<file path="src/rtl/therm_enc_pkg.sv">
// Package: shared code conversions for the thermometer encoder.
// Assumes codes fit in 16 bits; callers slice to their own width.
package therm_enc_pkg;

    // Binary to reflected Gray code.
    function automatic logic [15:0] bin_to_gray(input logic [15:0] v);
        return v ^ (v >> 1);
    endfunction

    // Reflected Gray code back to binary, top bit down.
    function automatic logic [15:0] gray_to_bin(input logic [15:0] g);
        logic [15:0] b;
        b[15] = g[15];
        for (int i = 14; i >= 0; i--) begin
            b[i] = b[i+1] ^ g[i];
        end
        return b;
    endfunction

endpackage

</file>
<file path="src/rtl/therm_edge_detect.sv">
// Module: therm_edge_detect
// Marks each transition in a thermometer word with a three-input AND:
// two ones below the level and a zero at the level above.
// Assumes bit 0 is the lowest reference; virtual ones sit below bit 0
// and a virtual zero sits above the top bit. Purely combinational.
module therm_edge_detect #(
    parameter int N_CMP = 63
) (
    input  logic [N_CMP-1:0] therm,
    output logic [N_CMP:0]   lines
);
    localparam int N_LINES = N_CMP + 1;

    // ext[k+1] is the level-k view; ext[0], ext[1] are virtual ones
    logic [N_CMP+2:0] ext;

    // Pad the word with its virtual neighbours.
    always_comb ext = {1'b0, therm, 2'b11};

    // One three-input AND per output line.
    for (genvar k = 0; k < N_LINES; k++) begin : g_line
        assign lines[k] = ext[k+1] & ext[k] & ~ext[k+2];
    end

endmodule

</file>
<file path="src/rtl/gray_or_rom.sv">
// Module: gray_or_rom
// Lookup table holding gray(k) on row k; active rows merge by bitwise OR
// (a wired-OR model), so several active rows give a fixed result.
// Assumes N_LINES <= 2**CODE_W. Purely combinational.
module gray_or_rom
    import therm_enc_pkg::*;
#(
    parameter int CODE_W  = 6,
    parameter int N_LINES = 64
) (
    input  logic [N_LINES-1:0] lines,
    output logic [CODE_W-1:0]  word
);
    // Column b of the table: which rows store a 1 in Gray bit b.
    function automatic logic [N_LINES-1:0] col_mask(input int b);
        logic [N_LINES-1:0] m;
        logic [15:0]        g;
        for (int k = 0; k < N_LINES; k++) begin
            g    = bin_to_gray(16'(k));
            m[k] = g[b];
        end
        return m;
    endfunction

    // Each output bit is the OR of the rows that hold a 1 there.
    for (genvar b = 0; b < CODE_W; b++) begin : g_col
        localparam logic [N_LINES-1:0] MASK = col_mask(b);
        assign word[b] = |(lines & MASK);
    end

endmodule

</file>
<file path="src/rtl/enc_pipe_reg.sv">
// Module: enc_pipe_reg
// Plain pipeline register with synchronous active-low clear.
// Assumes the cleared value is all zeros.
module enc_pipe_reg #(
    parameter int W = 7
) (
    input  logic         clk,
    input  logic         rst_n,
    input  logic [W-1:0] d,
    output logic [W-1:0] q
);
    // Capture d each edge; clear while rst_n is low.
    always_ff @(posedge clk) begin
        if (!rst_n) q <= '0;
        else        q <= d;
    end

endmodule

</file>
<file path="src/rtl/therm_binary_encoder.sv">
// Module: therm_binary_encoder (top)
// Thermometer word -> transition lines -> Gray table (OR merge) ->
// register -> Gray-to-binary -> register. Latency: two rising edges.
// Assumes a synchronous active-low reset and known inputs out of reset.
module therm_binary_encoder
    import therm_enc_pkg::*;
#(
    parameter int CODE_W = 6
) (
    input  logic                       clk,
    input  logic                       rst_n,
    input  logic                       therm_vld,
    input  logic [(1<<CODE_W)-2:0]     therm,
    output logic                       code_vld,
    output logic [CODE_W-1:0]          code
);
    localparam int N_LINES = 1 << CODE_W;
    localparam int N_CMP   = N_LINES - 1;

    logic [N_LINES-1:0] lines;
    logic [CODE_W-1:0]  gray_word;
    logic [CODE_W-1:0]  gray_q;
    logic               vld_q;
    logic [CODE_W-1:0]  bin_next;

    therm_edge_detect #(.N_CMP(N_CMP)) u_detect (
        .therm (therm),
        .lines (lines)
    );

    gray_or_rom #(.CODE_W(CODE_W), .N_LINES(N_LINES)) u_rom (
        .lines (lines),
        .word  (gray_word)
    );

    enc_pipe_reg #(.W(CODE_W + 1)) u_stage_gray (
        .clk   (clk),
        .rst_n (rst_n),
        .d     ({therm_vld, gray_word}),
        .q     ({vld_q, gray_q})
    );

    // Convert the registered Gray word back to binary.
    always_comb bin_next = CODE_W'(gray_to_bin(16'(gray_q)));

    enc_pipe_reg #(.W(CODE_W + 1)) u_stage_bin (
        .clk   (clk),
        .rst_n (rst_n),
        .d     ({vld_q, bin_next}),
        .q     ({code_vld, code})
    );

    // ---------------- assertion support ----------------
    logic              clean_in;
    logic [CODE_W-1:0] ones_in;

    // Input is a clean thermometer when therm+1 is a power of two.
    always_comb begin
        clean_in = (({1'b0, therm} + 1'b1) & {1'b0, therm}) == '0;
        ones_in  = CODE_W'($countones(therm));
    end

    // a clean word of k ones yields code k two edges later
    p_clean_code_r1: assert property (@(posedge clk) disable iff (!rst_n)
        ($past(rst_n) && $past(rst_n, 2) && $past(clean_in, 2))
            |-> (code == $past(ones_in, 2)));

    // a clean word drives exactly one transition line
    p_clean_onehot_r3: assert property (@(posedge clk) disable iff (!rst_n)
        clean_in |-> $onehot(lines));

    // the detector always finds at least one transition
    p_line_present_r4: assert property (@(posedge clk) disable iff (!rst_n)
        $countones(lines) >= 1);

    // valid flag follows the input flag by two edges
    p_vld_delay_r5: assert property (@(posedge clk) disable iff (!rst_n)
        ($past(rst_n) && $past(rst_n, 2)) |-> (code_vld == $past(therm_vld, 2)));

    // leaving reset, outputs are cleared
    p_reset_clear_r6: assert property (@(posedge clk) disable iff (!rst_n)
        $rose(rst_n) |-> (code == '0 && !code_vld));

endmodule

</file>
<file path="config.mk">
export PLATFORM = sky130hd
export DESIGN_NAME = therm_binary_encoder
export DESIGN_NICKNAME = d
export VERILOG_FILES = /design/src/rtl/therm_enc_pkg.sv /design/src/rtl/therm_edge_detect.sv /design/src/rtl/gray_or_rom.sv /design/src/rtl/enc_pipe_reg.sv /design/src/rtl/therm_binary_encoder.sv
export SDC_FILE = /design/constraint.sdc
export NUM_CORES = 1
export LEC_CHECK = 0
export ABC_AREA = 0
export BUFFER_PORTS_ARGS = -buffer_cell sky130_fd_sc_hd__buf_2
export CAP_MARGIN = 20
export CORE_ASPECT_RATIO = 0.7
export CORE_MARGIN = 3
export CORE_UTILIZATION = 45
export CTS_BUF_LIST = sky130_fd_sc_hd__clkbuf_2
export DETAILED_ROUTE_END_ITERATION = 8
export PLACE_DENSITY = 0.77
export SETUP_SLACK_MARGIN = 0.15
export SLEW_MARGIN = 20
export SYNTH_ARGS = -nofsm -noshare
export SYNTH_HDL_FRONTEND = slang
export SYNTH_HIERARCHICAL = 1
export SYNTH_SLANG_ARGS = --single-unit
</file>
<file path="constraint.sdc">
create_clock -name clk -period 2.25 [get_ports clk]
set_input_delay 0.45 -clock clk [delete_from_list [all_inputs] [get_ports clk]]
set_output_delay 0.45 -clock clk [all_outputs]
set_load 0.02 [all_outputs]
</file>
Yosys cells after proc, flatten, opt, wreduce, memory -nomap -nowiden. Cells that the tools add are included.

Logic and storage cells: 199. Flip-flop bits (word level): 14. Input port bits: 66. Output and inout bits: 7.

Reduce and logical (&&, ||, !) cells: 6. Bitwise operators: 191.

Operators with widths (number): $reduce_or A32 Y1 (6); $and A1 B1 Y1 (124); $not A1 Y1 (62); $xor A1 B1 Y1 (5).

Longest topological paths before layout. Gate-level depths: netlist of run 1.

Depth in word-level cells: 5. Mapped depth: 5. Depth with buffers taken out: 5.

Hierarchy. The synthesis of run 1 kept the hierarchy.

Modules (own cells, without submodules): therm_edge_detect (cells each 64, seq. area each 0.0 sq um, area each 550.5 sq um, times used 1); enc_pipe_reg (cells each 14, seq. area each 140.1 sq um, area each 183.9 sq um, times used 2); gray_or_rom (cells each 47, seq. area each 0.0 sq um, area each 302.8 sq um, times used 1); therm_binary_encoder (cells each 7, seq. area each 0.0 sq um, area each 85.1 sq um, times used 1).

Least setup slack after synthesis of run 1. OpenSTA, ideal clock, no wires.

Path kind: in2reg. Start point: input therm[52]. End point: register u_stage_gray.q[2]. Slack: 0.253 ns. Buffers on the path: 0. Data arrival time: 1.882 ns. Data required time: 2.135 ns. Stages on the path: 5. Cells stage by stage: and3b_1 > or4_4 > nand2b_1 > or4_1 > and2_1.

Longest elaborated chain between the ends: 3. Elaborated cells between the ends (all ways): 7. Those cells by class: 6 x bitwise; 1 x reduce/logical.

Ends and longest elaborated chain: start, declared (line therm_binary_encoder.sv:13) `input logic [(1<<CODE_W)-2:0] therm,`; $and A1 B1 Y1 or $not A1 Y1 (tied branches) (line therm_edge_detect.sv:22) `assign lines[k] = ext[k+1] & ext[k] & ~ext[k+2];`; $and A1 B1 Y1 (line therm_edge_detect.sv:22); $reduce_or A32 Y1 (*) (line gray_or_rom.sv:28) `assign word[b] = |(lines & MASK);`; named net gray_word[2] (line therm_binary_encoder.sv:21) `logic [CODE_W-1:0] gray_word;`; end signal, assigned (line enc_pipe_reg.sv:14) `if (!rst_n) q <= '0;`; end signal, assigned (line enc_pipe_reg.sv:15) `else q <= d;`; end, declared (line enc_pipe_reg.sv:10) `output logic [W-1:0] q`.

The timed path passes the listed nets; every way through them passes the cells marked *. A chain may end at the register's enable or synchronous reset.

Worst setup path after layout of run 1.
Start point: input therm[52]. End point: register u_stage_gray.q[2].

Longest elaborated chain between the ends: 3. Elaborated cells between the ends (all ways): 7. Those cells by class: 6 x bitwise; 1 x reduce/logical.

Ends and longest elaborated chain: $and A1 B1 Y1 (2 in a row) (line therm_edge_detect.sv:22); named net lines[54] (line therm_binary_encoder.sv:20) `logic [N_LINES-1:0] lines;`; $reduce_or A32 Y1 (line gray_or_rom.sv:28); named net gray_word[2] (line therm_binary_encoder.sv:21).

The timed path passes the listed nets, and every way through them passes these cells.

==> out/summary.txt, run 1 <==
Outcome: complete, no violations
Final WL: 4060 um
Vias in the first global route: 1473
MaxCap Viol Count: 0
Pre-Repair DR Iteration Count: 4
Mean Syn Cell Area: 8.98 um2
Worst-margin pin slew: 0.515 ns
Tcrit/Tclk final: 0.825
I/O pin total: 73
Setup TNS: 0 ns
R2R depth: 3
Final setup fails: 0
Layout Nets: 289
Pwr Density: 393 nW/um2
R2R setup slack: 0.79 ns
First-pass GRT wire length: 6580 um
Port Buffers: 72
Die Footprint: 3590 um2
Antenna Violating Nets Remaining: 0
Skew final: 0.00977 ns
Pwr Total: 0.000680 W
Fmax: 539 MHz
Number of hold buffers added after cts: 0
CTS tree: built
Post-Syn Instances: 145
Most frequent cells in the layout: buf_2, and3b_1, nor4_1, and2_1, dfxtp_1
Cell Chain, Critical Path: buf_2 > and3b_1 > or4_4 > nand2b_1 > or4_1 > and2_1
Max_slew headroom: 0.654
Minimum clock period: 1.86 ns
Post-cts sizing count: 0
GRT Total Usage: 0.230
H-tree Lvls: 1
Total grt overflow: 0
Largest net degree at the start of global routing: 15
# clock sinks: 14
Clk Latency, worst-skew pair: 0.27 ns
Antenna Cells: 0
Dpl hpwl: 3580 um
Critical path type: in -> reg
Row count: 15
CP Capture Type: flop
Req. time, crit path: 2.43 ns
Worst setup path endpoint: u_stage_gray/q[2]
Post-route DRC: 0
Fin. Hold Viols: 0
Crit-path max FO: 3
Gpl congestion: 0.816
Worst EP arrival: 2.04 ns
Initial DRC Count: 91
Share of layout cells above drive strength 1: 0.357
Area Growth Syn to Fin: 32.7%
Initial core utilization: 0.499
Most common cell after layout, fill and taps aside: buf_2
Worst reg2reg startpoint: u_stage_gray/q[4]
Via count: 1467
Initial antenna violation count: 0
Post-Syn Area: 1300 um2
Leak: 1.03 nW
Total CTS buffers: 3
Slew Viols, Final: 0
CP peak stage delay: 0.54 ns
Root buffer cell: clkbuf_2
Crit start category: input port
Crit. Startpoint: therm[52]
Setup Fix Bufs, Post-CTS: 0
RSZ-0062 raised after global routing: no
Chip Width: 70.3 um
Critical-path top delay cell: or4_4
Worst r2r dst: u_stage_bin/q[0]
DR WL/cell: 15.9 um
Hold/Removal Path Class: in -> reg
Clock-pin slew on the worst setup and hold paths: 0.13 ns
DIE HEIGHT: 51.0 um
Clk buf depth: 2
Core area: 2610 um2
Via density: 5.75
Syn_nets: 211
End-of-flow core utilization: 0.662
Maximum vdd ir drop: 0.211 mV
Warning count from the yosys run: 6
==> worst max-delay path, delay by kind of cell <==
family	cells	cell delay (ns)
buf+inv	1	0.10
simple gates	5	1.49
==> cell type report <==
type | count | area (um2)
Timing Repair Buffer | 73 | 368
Clock buffer | 3 | 15.0
Tap cell | 34 | 42.5
Multi-Input combinational cell | 130 | 1020
Inverter | 1 | 3.75
Sequential cell | 14 | 280
Fill cell | 243 | 881
==> power breakdown <==
| group | switching [W] | leakage [nW] | total (W) | internal, W |
|---|---|---|---|---|
| clock network | 0.0000736 | 0.0125 | 0.000110 | 0.0000364 |
| registers | 0.00000806 | 0.117 | 0.000279 | 0.000271 |
| logic | 0.000140 | 0.897 | 0.000291 | 0.000151 |
==> state kept, by name, summed over array words and instances, names as in the netlist <==
name            cells
u_stage_bin/q       7
u_stage_gray/q      7
==> routing by layer <==
metal | part of all wire | track usage
met4 | 0.0052 | 0.0478
met2 | 0.44 | 0.380
met5 | 0 | 0
met1 | 0.47 | 0.306
met3 | 0.086 | 0.0550
==> metrics by stage <==
stage / setup slack (ns) / std cells / instance area, um2 / hold slack [ns]
after floorplan: 0.253 / 145 / 1300 / 0.412
final: 0.395 / 255 / 1730 / 0.388
after detailed placement: 0.0846 / 252 / 1710 / 0.438
after CTS: 0.401 / 255 / 1730 / 0.372
after global placement: 0.110 / 252 / 1710 / 0.418
after global routing: 0.347 / 255 / 1730 / 0.350
==> worst min-delay path by stage <==
stage | start | end | slack (ns) | depth (start not counted)
after floorplan | u_stage_gray/q[6] | u_stage_bin/q[6] | 0.41 | 1
after global placement | u_stage_gray/q[6] | u_stage_bin/q[6] | 0.42 | 1
after detailed placement | u_stage_gray/q[6] | u_stage_bin/q[6] | 0.44 | 1
after CTS | therm_vld | u_stage_gray/q[6] | 0.37 | 2
after global routing | therm_vld | u_stage_gray/q[6] | 0.35 | 2
final | therm_vld | u_stage_gray/q[6] | 0.39 | 2
No activity file was read; power rests on OpenSTA's default activity.
==> inputs of run 2 (changes only) <==
==> constraint.sdc (replaced) <==
create_clock -name clk -period 1.8 [get_ports clk]
set_input_delay 0.36 -clock clk [delete_from_list [all_inputs] [get_ports clk]]
set_output_delay 0.36 -clock clk [all_outputs]
set_load 0.02 [all_outputs]
==> run 2 against run 1 <==
Against the previous run:
- non-clock buffer count is 18 higher
- total power increased by 32%
- first-iteration DRC count grew 13%
- sequential share of layout area decreased by 1.6 points
- die area did not move
- critical path depth unchanged
- combinational power grew 38%
- cell area is 11% higher
- highest routed layer unchanged
==> out/summary.txt, run 2 (synthesis results as in run 1) <==
MaxCap Viol Count: 0 (unchanged)
# clock sinks: 14 (unchanged)
Outcome: complete, no violations (unchanged)
DIE HEIGHT: 51.0 um (unchanged)
Worst-margin pin slew: 0.518 ns (was 0.515 ns)
H-tree Lvls: 1 (unchanged)
Final setup fails: 0 (unchanged)
Placed Area: 1850 um2 (was 1710 um2)
Layout Nets: 307 (was 289)
Setup Fix Bufs, Post-CTS: 0 (unchanged)
First-pass GRT wire length: 6620 um (was 6580 um)
Crit start category: input port (unchanged)
Multi-input gate area: 1040 um2 (was 1020 um2)
CTS tree: built (unchanged)
Final WL: 4050 um (was 4060 um)
Initial core utilization: 0.499 (unchanged)
Core area: 2610 um2 (unchanged)
Most frequent cells in the layout: buf_2, and3b_1, nor4_1, buf_4, and2_1 (was buf_2, and3b_1, nor4_1, and2_1, dfxtp_1)
Gpl congestion: 0.865 (was 0.816)
Req. time, crit path: 1.99 ns (was 2.43 ns)
Pre-Repair DR Iteration Count: 4 (unchanged)
Most common cell after layout, fill and taps aside: buf_2 (unchanged)
Initial antenna violation count: 0 (unchanged)
Chip Width: 70.3 um (unchanged)
Fin. Hold Viols: 0 (unchanged)
RSZ-0062 raised after global routing: yes (was no)
Die Footprint: 3590 um2 (unchanged)
Cell Chain, Critical Path: buf_2 > and3b_1 > or4_4 > nand2b_4 > or4_1 > and2_1 (was buf_2 > and3b_1 > or4_4 > nand2b_1 > or4_1 > and2_1)
Via count: 1543 (was 1467)
Metal-1 WL: 1810 um (was 1920 um)
Row count: 15 (unchanged)
Largest net degree at the start of global routing: 15 (unchanged)
Total grt overflow: 0 (unchanged)
Vias in the first global route: 1504 (was 1473)
Setup TNS: 0 ns (unchanged)
Pwr Density: 470 nW/um2 (was 393 nW/um2)
Top flop regs: u_stage_bin/q (7), u_stage_gray/q (7) (unchanged)
Slew Viols, Final: 0 (unchanged)
Pwr Total: 0.000900 W (was 0.000680 W)
Minimum clock period: 1.64 ns
Buf+Inv Stages, Crit Path: 1 (unchanged)
Clk Latency, worst-skew pair: 0.28 ns (was 0.27 ns)
I/O pin total: 73 (unchanged)
Initial DRC Count: 103 (was 91)
Tcrit/Tclk final: 0.910
Antenna Violating Nets Remaining: 0 (unchanged)
Dpl hpwl: 3510 um (was 3580 um)
Leak: 1.14 nW (was 1.03 nW)
Post-route DRC: 0 (unchanged)
CP peak stage delay: 0.53 ns (was 0.54 ns)
Skew final: 0.0112 ns (was 0.00977 ns)
Critical-path top delay cell: or4_4 (unchanged)
Root buffer cell: clkbuf_2 (unchanged)
Crit-path max FO: 3 (unchanged)
Place WS: -0.154 ns (was 0.0846 ns)
GRT Total Usage: 0.231 (was 0.230)
Maximum vdd ir drop: 0.259 mV (was 0.211 mV)
Layout fillers: 220 (was 243)
Top Metal Used: met4 (unchanged)
Final WS setup: 0.162 ns (was 0.395 ns)
Clk buf depth: 2 (unchanged)
Worst EP arrival: 1.82 ns (was 2.04 ns)
Via density: 5.63 (was 5.75)
Design Area, Final: 1920 um2 (was 1730 um2)
Clock-pin slew on the worst setup and hold paths: 0.13 ns (about the same)
Hold/Removal Path Class: in -> reg (unchanged)
CP Capture Type: flop (unchanged)
Storage cell area: 280 um2 (unchanged)
Top cell family by delay on the critical path: simple AND/OR/NAND/NOR gates (unchanged)
Critical path type: in -> reg (unchanged)
WL met2: 1860 um (was 1770 um)
Port Buffers: 72 (unchanged)
Hold Slack: 0.287 ns (was 0.388 ns)
Area Growth Syn to Fin: 47.1% (was 32.7%)
Max_slew headroom: 0.651 (was 0.654)
Fmax: 610 MHz
Total CTS buffers: 3 (unchanged)
Share of layout cells above drive strength 1: 0.421 (was 0.357)
Met3 Wirelength: 367 um (was 350 um)
DR WL/cell: 14.8 um (was 15.9 um)
Antenna Cells: 0 (unchanged)
==> run 2: cell count changes in the layout (fill, tap and decap cells not counted) <==
cell,before,now
buf_4,1,19
buf_2,72,68
buf_6,0,4
nor4_1,25,23
nor4_2,0,2
clkinv_1,0,1
nand2b_1,1,0
nand2b_4,0,1
or4_1,3,2
or4_4,1,2
==> run 2: per-stage QoR <==
step / utilization / cells
after floorplan: - / 145
after global placement: 0.708 / 270
after detailed placement: 0.708 / 270
after CTS: 0.716 / 274
after global routing: 0.734 / 274
final: 0.734 / 274
==> run 2: what timing repair did <==
| action | in CTS | in global routing |
|---|---|---|
| resized for setup | 0 | 8 |
| endpoints found under the setup margin | 0 | 2 |
| hold buffers | 0 | 0 |
==> run 2: area by class of cell <==
cell class              instances  area share
multi-input cells             130       0.544
repair buffers                 91       0.276
flip-flops and latches         14       0.146
well taps                      34      0.0222
clock buffers                   3     0.00784
clock inverters                 1     0.00196
inverters                       1     0.00196
==> run 2: power by group <==
group	leakage (nW)	total (W)	switching (W)	internal [W]
combinational	1.01	0.000401	0.000178	0.000223
clock	0.0140	0.000151	0.000102	0.0000482
sequential	0.117	0.000348	0.00000947	0.000338
total	1.14	0.000900	0.000290	0.000610
==> run 2: worst paths after layout <==
kind | start | slack, ns | endpoint | cells after the start
max | therm[55] | 0.16 | u_stage_gray/q[2] | 6
min reg2reg | u_stage_gray/q[6] | 0.46 | u_stage_bin/q[6] | 1
max reg2reg | u_stage_gray/q[4] | 0.35 | u_stage_bin/q[0] | 3
min | therm_vld | 0.29 | u_stage_gray/q[6] | 2
==> run 2: worst reg2reg max path: stages, from the launching register on <==
cell     delay, ns
dfxtp_1       0.38
xnor3_2       0.48
xnor3_1       0.33
and2_1        0.16
==> run 2: routing by layer <==
metal	GRT usage	vias to the layer above
met5	0	-
met4	0.0350	0
met3	0.0570	2
met2	0.385	63
met1	0.309	708
li1	-	770
